<file path="config.mk">
export PLATFORM = sky130hd
export DESIGN_NAME = reset_hold_counter
export DESIGN_NICKNAME = d
export VERILOG_FILES = /design/src/rtl/rhc_pkg.sv /design/src/rtl/rhc_sync.sv /design/src/rtl/rhc_counter.sv /design/src/rtl/rhc_regif.sv /design/src/rtl/reset_hold_counter.sv
export SDC_FILE = /design/constraint.sdc
export NUM_CORES = 1
export LEC_CHECK = 0
export BUFFER_PORTS_ARGS = -buffer_cell sky130_fd_sc_hd__buf_2
export CORE_UTILIZATION = 45
export DETAILED_ROUTE_END_ITERATION = 7
export MAX_ROUTING_LAYER = met4
export PLACE_DENSITY = 0.73
export SKIP_LAST_GASP = 1
export SLEW_MARGIN = 20
export SYNTH_ARGS = -nofsm -noshare
export SYNTH_HDL_FRONTEND = slang
export SYNTH_HIERARCHICAL = 1
export SYNTH_SLANG_ARGS = --single-unit
</file>
<file path="constraint.sdc">
create_clock -name clk_i -period 2 [get_ports clk_i]
set_input_delay 0.3 -clock clk_i [delete_from_list [all_inputs] [get_ports clk_i]]
set_output_delay 0.3 -clock clk_i [all_outputs]
set_load 0.02 [all_outputs]
</file>
<file path="src/rtl/rhc_pkg.sv">
package rhc_pkg;
  localparam int unsigned DEF_CNT_W   = 29;
  localparam int unsigned DEF_REG_W   = 32;
  localparam int unsigned DEF_CLR_BIT = 31;
  localparam int unsigned DEF_SYNC    = 2;
endpackage

</file>
<file path="src/rtl/rhc_sync.sv">
module rhc_sync #(
  parameter int unsigned STAGES = rhc_pkg::DEF_SYNC
) (
  input  logic clk_i,
  input  logic rst_ni,
  input  logic async_i,
  output logic sync_o
);
  logic [STAGES-1:0] stage_q;

  // Stages reset to 1: the timed line reads as released.
  always_ff @(posedge clk_i or negedge rst_ni) begin
    if (!rst_ni) stage_q[0] <= 1'b1;
    else         stage_q[0] <= async_i;
  end

  for (genvar g = 1; g < STAGES; g++) begin : g_stage
    always_ff @(posedge clk_i or negedge rst_ni) begin
      if (!rst_ni) stage_q[g] <= 1'b1;
      else         stage_q[g] <= stage_q[g-1];
    end
  end

  assign sync_o = stage_q[STAGES-1];
endmodule

</file>
<file path="src/rtl/rhc_counter.sv">
module rhc_counter #(
  parameter int unsigned CNT_W = rhc_pkg::DEF_CNT_W
) (
  input  logic             clk_i,
  input  logic             rst_ni,
  input  logic             active_i,
  input  logic             clear_i,
  output logic [CNT_W-1:0] count_o
);
  localparam logic [CNT_W-1:0] CNT_MAX = {CNT_W{1'b1}};

  logic [CNT_W-1:0] count_q;

  always_ff @(posedge clk_i or negedge rst_ni) begin
    if (!rst_ni)                            count_q <= '0;
    else if (clear_i)                       count_q <= '0;
    else if (active_i && count_q != CNT_MAX) count_q <= count_q + 1'b1;
  end

  assign count_o = count_q;

  assert_count_step_R1: assert property (@(posedge clk_i) disable iff (!rst_ni)
    (active_i && !clear_i && count_q != CNT_MAX) |=> (count_q == $past(count_q) + 1'b1));

  assert_no_overflow_R3: assert property (@(posedge clk_i) disable iff (!rst_ni)
    (count_q == CNT_MAX && !clear_i) |=> (count_q == CNT_MAX));

  assert_clear_wins_R5: assert property (@(posedge clk_i) disable iff (!rst_ni)
    clear_i |=> (count_q == '0));

  assert_hold_value_R6: assert property (@(posedge clk_i) disable iff (!rst_ni)
    (!active_i && !clear_i) |=> $stable(count_q));
endmodule

</file>
<file path="src/rtl/rhc_regif.sv">
module rhc_regif #(
  parameter int unsigned CNT_W   = rhc_pkg::DEF_CNT_W,
  parameter int unsigned REG_W   = rhc_pkg::DEF_REG_W,
  parameter int unsigned CLR_BIT = rhc_pkg::DEF_CLR_BIT
) (
  input  logic             wr_en_i,
  input  logic [REG_W-1:0] wr_data_i,
  input  logic [CNT_W-1:0] count_i,
  output logic             clear_o,
  output logic [REG_W-1:0] rd_data_o
);
  localparam int unsigned PAD_W = REG_W - CNT_W;

  assign clear_o = wr_en_i && wr_data_i[CLR_BIT];

  if (PAD_W > 0) begin : g_pad
    assign rd_data_o = {{PAD_W{1'b0}}, count_i};
  end else begin : g_nopad
    assign rd_data_o = count_i;
  end
endmodule

</file>
<file path="src/rtl/reset_hold_counter.sv">
module reset_hold_counter #(
  parameter int unsigned CNT_W       = rhc_pkg::DEF_CNT_W,
  parameter int unsigned REG_W       = rhc_pkg::DEF_REG_W,
  parameter int unsigned CLR_BIT     = rhc_pkg::DEF_CLR_BIT,
  parameter int unsigned SYNC_STAGES = rhc_pkg::DEF_SYNC
) (
  input  logic             clk_i,
  input  logic             rst_ni,
  input  logic             hold_ni,
  input  logic             wr_en_i,
  input  logic [REG_W-1:0] wr_data_i,
  output logic [REG_W-1:0] rd_data_o
);
  logic             hold_sync_n;
  logic             clear;
  logic [CNT_W-1:0] count;

  rhc_sync #(.STAGES(SYNC_STAGES)) i_sync (
    .clk_i   (clk_i),
    .rst_ni  (rst_ni),
    .async_i (hold_ni),
    .sync_o  (hold_sync_n)
  );

  rhc_counter #(.CNT_W(CNT_W)) i_counter (
    .clk_i    (clk_i),
    .rst_ni   (rst_ni),
    .active_i (!hold_sync_n),
    .clear_i  (clear),
    .count_o  (count)
  );

  rhc_regif #(.CNT_W(CNT_W), .REG_W(REG_W), .CLR_BIT(CLR_BIT)) i_regif (
    .wr_en_i   (wr_en_i),
    .wr_data_i (wr_data_i),
    .count_i   (count),
    .clear_o   (clear),
    .rd_data_o (rd_data_o)
  );

  // the count cannot move in the cycle right after the raw line first falls.
  assert_sync_latency_R2: assert property (@(posedge clk_i) disable iff (!rst_ni)
    ($fell(hold_ni) && !wr_en_i) |=> $stable(rd_data_o));
endmodule

</file>
After elaboration in Yosys (flattened, before gate mapping)
Index checks and enable logic that the tools add are counted.

storage, ports and cells
  register bits after elaboration = 31
  input bits = 36
  word-level logic and storage cells = 11

cells by class
  add/subtract/negate cells = 1
  equality and inequality tests = 1
  muxes and demuxes = 2
  reduce and logical (&&, ||, !) cells = 4

operator list
  cell                                           number
  two-way mux 29 bit                             2
  adder 29 x 1 -> 29 bit, second input constant  1
  != test 29 bit, second input constant          1
  logical AND 1 bit                              2
  nonzero test 2 bit                             1
  zero test 1 bit                                1

Longest topological paths before layout
  depth after elaboration = 4
  depth in mapped cells = 7

Cells and area by module
The synthesis kept the hierarchy.

by module, submodules not included
  module              times used  cells each  area each (µm²)  sequential area each (µm²)
  rhc_counter         1           176         1,657.8          725.7
  rhc_regif           1           34          250.2            0.0
  rhc_sync            1           2           52.6             52.6
  reset_hold_counter  1           1           3.8              0.0

Worst setup path before layout
OpenSTA, ideal clock, no wires.

  kind = flip-flop to flip-flop
  start = reg i_counter.count_q[0], in the netlist i_counter/count_o[0]
  end = reg i_counter.count_q[9], in the netlist i_counter/count_o[9]
  library setup time = 78 ps
  data arrival time = 1,829 ps
  required time = 1,922 ps
  path slack = 93 ps
  stages on the path, launching flop included = 7
  path buffers = 1
  path through = dfrtp_1 -> ha_1 -> and4_1 -> a31o_1 -> buf_6 -> or4_1 -> a21oi_1

between the ends
  longest elaborated chain between the ends = 3

RTL lines
  item                                                      line               source
  from (decl)                                               rhc_counter.sv:12  logic [CNT_W-1:0] count_q;
  from (signal assigned)                                    rhc_counter.sv:17  else if (active_i && count_q != CNT_MAX) count_q <= count_q + 1'b1;
  adder 29 x 1 -> 29 bit or != test 29 bit (tied branches)  rhc_counter.sv:17
  two-way mux 29 bit or logical AND 1 bit (tied branches)   rhc_counter.sv:17
  two-way mux 29 bit or nonzero test 2 bit (tied branches)  n/a

Several ways; a longest one is shown, not always the timed one. The select of a mux whose other input is x is not followed.
A chain may end at the register's enable or synchronous reset.

Worst setup path in the final report
  start = reg i_counter.count_q[0], in the netlist i_counter/count_o[0]
  end = reg i_counter.count_q[21], in the netlist i_counter/count_o[21]

The elaborated chain is that of the path after synthesis.

==> metrics.txt <==
status=complete, no violations; power share of the clock group=37.9%; cts bufs inserted=5; IR drop worst, VDD=around 0.00038 V; # clock sinks=31; clock buffer depth=2; slew margin rel.=53.4%; CTS tree=yes; Worst Hold Class=in -> async; Async S/R FF share, synth=100%; Post-CTS Setup Bufs=0; Crit Path Max Fanout=4; Tot GR Track Use=19.0%; diodes inserted=0; final hold vios=0; PnR Total Power=1.40 mW; Core Box Area=0.00409 mm²; global-route wire length before repair=approximately 6300 µm; PD cells=637 mW/mm²; reg2reg path depth=5; NetSw=0.356 mW; DRT antenna net count=0; Max-Cap Viols=0; Reg-to-Reg Start=i_counter/count_o[0]; RD Place Congestion=0.791; port bufs=33; via count=1521; f_max=approximately 520 MHz; row count=23; critical path endpoint category=register; Critical Path Start Type=register; Final HPWL DP=between 2000 and 3000 µm; # resized after CTS=0; Clock Latency Late Sink=between 200 and 300 ps; Crit. path cell count=5; Critical path buffers and inverters=0; Iteration-0 DRC Markers=124; RSZ-0062 raised after global routing=yes; Clock Pin Slew Worst Setup and Hold Paths=60 ps; number of synthesized flops with an enable pin=0; via/cell ratio=5.28; design internal power=~1.0 mW; H-tree Lvls=2; worst hold slack=70.3 ps; total number of yosys warnings=6; WP data arrival=2110 ps; delay-heaviest family, CP=compound AO/OA/AOI/OAI gates; Post-Syn Instances=213; Mean Syn Cell Area=~9.2 µm²; iteration count of the initial detailed-routing pass=4; # DRC=0; share of cells above drive strength 1=about a third; Critical Path RT=2190 ps; cell area after synthesis=0.00196 mm²; DR WL/cell=~14 µm; Hold-fix buffers, CTS=0; FF-to-FF End=i_counter/count_o[21]; post-route clock skew=3.80 ps; vias in the first global route=~1400; Pleak=approximately 1 nW; Root Driver=clkbuf_8; maximum number of pins on one net before global-route repair=32; sequential share of the synthesized area=39.6%; R2R Setup Slk=80 ps; Largest stage delay, worst path=~470 ps; Chip Height=68.1 µm; initial antenna violation count=0; CP endpoint=i_counter/count_o[21]; cells along the critical path=ha_1, and4_4, a2111o_1, or3_1, a21oi_1; min Tclk post-route=1920 ps; grt ovf=0; Initial Utilization=48.1%; Sw Share=25.5%; Die Span X=roughly 68 µm; Die ar.=0.00463 mm²; logic gate share of total power=between 10% and 20%; routed wire length=3910 µm; CP max stage cell=a2111o_1; IO Pins=68; area delta synth->final=11.9%; Nets=274; Worst Max-Slew Pin Slew=700 ps; #FFs+latches synth=31; Top FF cell, synth=dfrtp_1; CP Class=reg -> reg; post-synthesis cell type count=44; Critical Path Source=i_counter/count_o[0]; final setup vio count=0; fin crit share=95.9%; max-slew violations=0; sequential power share=48.6%
[cell usage in the layout, fill, tap and decap left out, drive strengths merged, types with 2 or more instances in the layout]
cell type  netlist  final
buf             35     55
dfrtp           29     29
nor2            18     18
nand2           14     14
a21oi           13     13
or3             11     11
xnor2           10     10
o21ai           10     10
inv              9      9
clkbuf           5      8
nor4             8      8
nand3            8      8
nand4            7      7
and4             4      4
and2             4      4
conb             1      3
or4              2      2
a211oi           2      2
xor2             2      2
and3             2      2
a21o             2      2
dfstp            2      2
or2              2      2
a2111oi          2      2
[kinds of logic (layout without fill, tap and decap cells)]
group                    count (synthesis)  after routing  synth area share (%)
multiplexers                             2              2                  1.08
other                                    1              3                 0.191
AO/OA/AOI/OAI                           35             35                  12.4
flip-flops                              31             31                  39.6
buffers and inverters                   49             72                  16.1
XOR/XNOR                                12             12                  5.35
AND/OR/NAND/NOR                         82             82                  24.6
adder cells (fa/ha/maj)                  1              1                 0.637
[synthesized netlist by cell type (3+ instances only)]
| library cell | n | share of area (%) |
|---|---|---|
| a21oi_1 | 13 | 3.3 |
| and2_1 | 4 | 1.3 |
| and4_4 | 3 | 1.7 |
| buf_4 | 33 | 13 |
| clkbuf_1 | 5 | 0.96 |
| dfrtp_1 | 29 | 37 |
| inv_1 | 9 | 1.7 |
| nand2_1 | 14 | 2.7 |
| nand3_1 | 7 | 1.8 |
| nand4_1 | 5 | 1.6 |
| nor2_1 | 18 | 3.4 |
| nor4_1 | 7 | 2.2 |
| o21ai_0 | 10 | 2.5 |
| or3_1 | 11 | 3.5 |
| xnor2_1 | 10 | 4.5 |
[state kept, by name, summed over array words and instances (netlist names)]
| signal | cells |
|---|---|
| i_counter/count_o | 29 |
| i_sync/stage_q | 1 |
| i_sync/sync_o | 1 |
[worst reg2reg max path: stages, from the launching register on]
cell and delay [ps]:
dfrtp_1 390, ha_1 240, and4_4 230, a2111o_1 470, or3_1 320, a21oi_1 180
[area by class of cell]
cell class	count	area (µm²)
fillers	382	1890
multi-input cells	135	893
flip-flops and latches	31	778
repair buffers	55	330
clock buffers	8	100
well taps	50	62.6
inverters	9	33.8
[stage by stage]
stage,worst slack (ps),utilization (%),TNS [ps],cell area [µm²],instances
finish,82.6,53.8,0,2200,288
global route,-7.11,53.8,-7.11,2200,288
CTS,3.65,53.4,0,2180,288
detailed placement,30.8,50.9,0,2080,280
global placement,98.6,50.9,0,2080,280
floorplan,92.7,-,0,1970,215
[power groups by stage]
stage	logic (mW)	registers (mW)	clock network, mW
2_1_floorplan	0.140	0.693	0
3_3_place_gp	0.184	0.687	0
3_5_place_dp	0.191	0.690	0
4_1_cts	0.191	0.679	0.552
5_1_grt	0.205	0.683	0.590
6_report	0.189	0.681	0.530
[worst min path at each step]
| stage | from | endpoint | slack [ps] | depth (start not counted) |
|---|---|---|---|---|
| final | rst_ni | i_counter/count_o[19] | 70 | 1 |
| after floorplan | rst_ni | i_counter/count_o[0] | 4 | 0 |
| after global placement | i_sync/stage_q[0] | i_sync/sync_o | 350 | 0 |
| after global routing | hold_ni | i_sync/stage_q[0] | 100 | 1 |
| after detailed placement | i_sync/stage_q[0] | i_sync/sync_o | 350 | 0 |
| after CTS | rst_ni | i_counter/count_o[0] | 80 | 1 |
[per-layer routing]
layer	GRT usage (%)	up-vias	part of all wire, %
met5	-	-	0
met4	5.21	0	0.66
met3	4.67	4	4.6
met2	30.1	37	49
met1	24.1	719	46
li1	-	761	-
(Power assumes the default switching activity.)
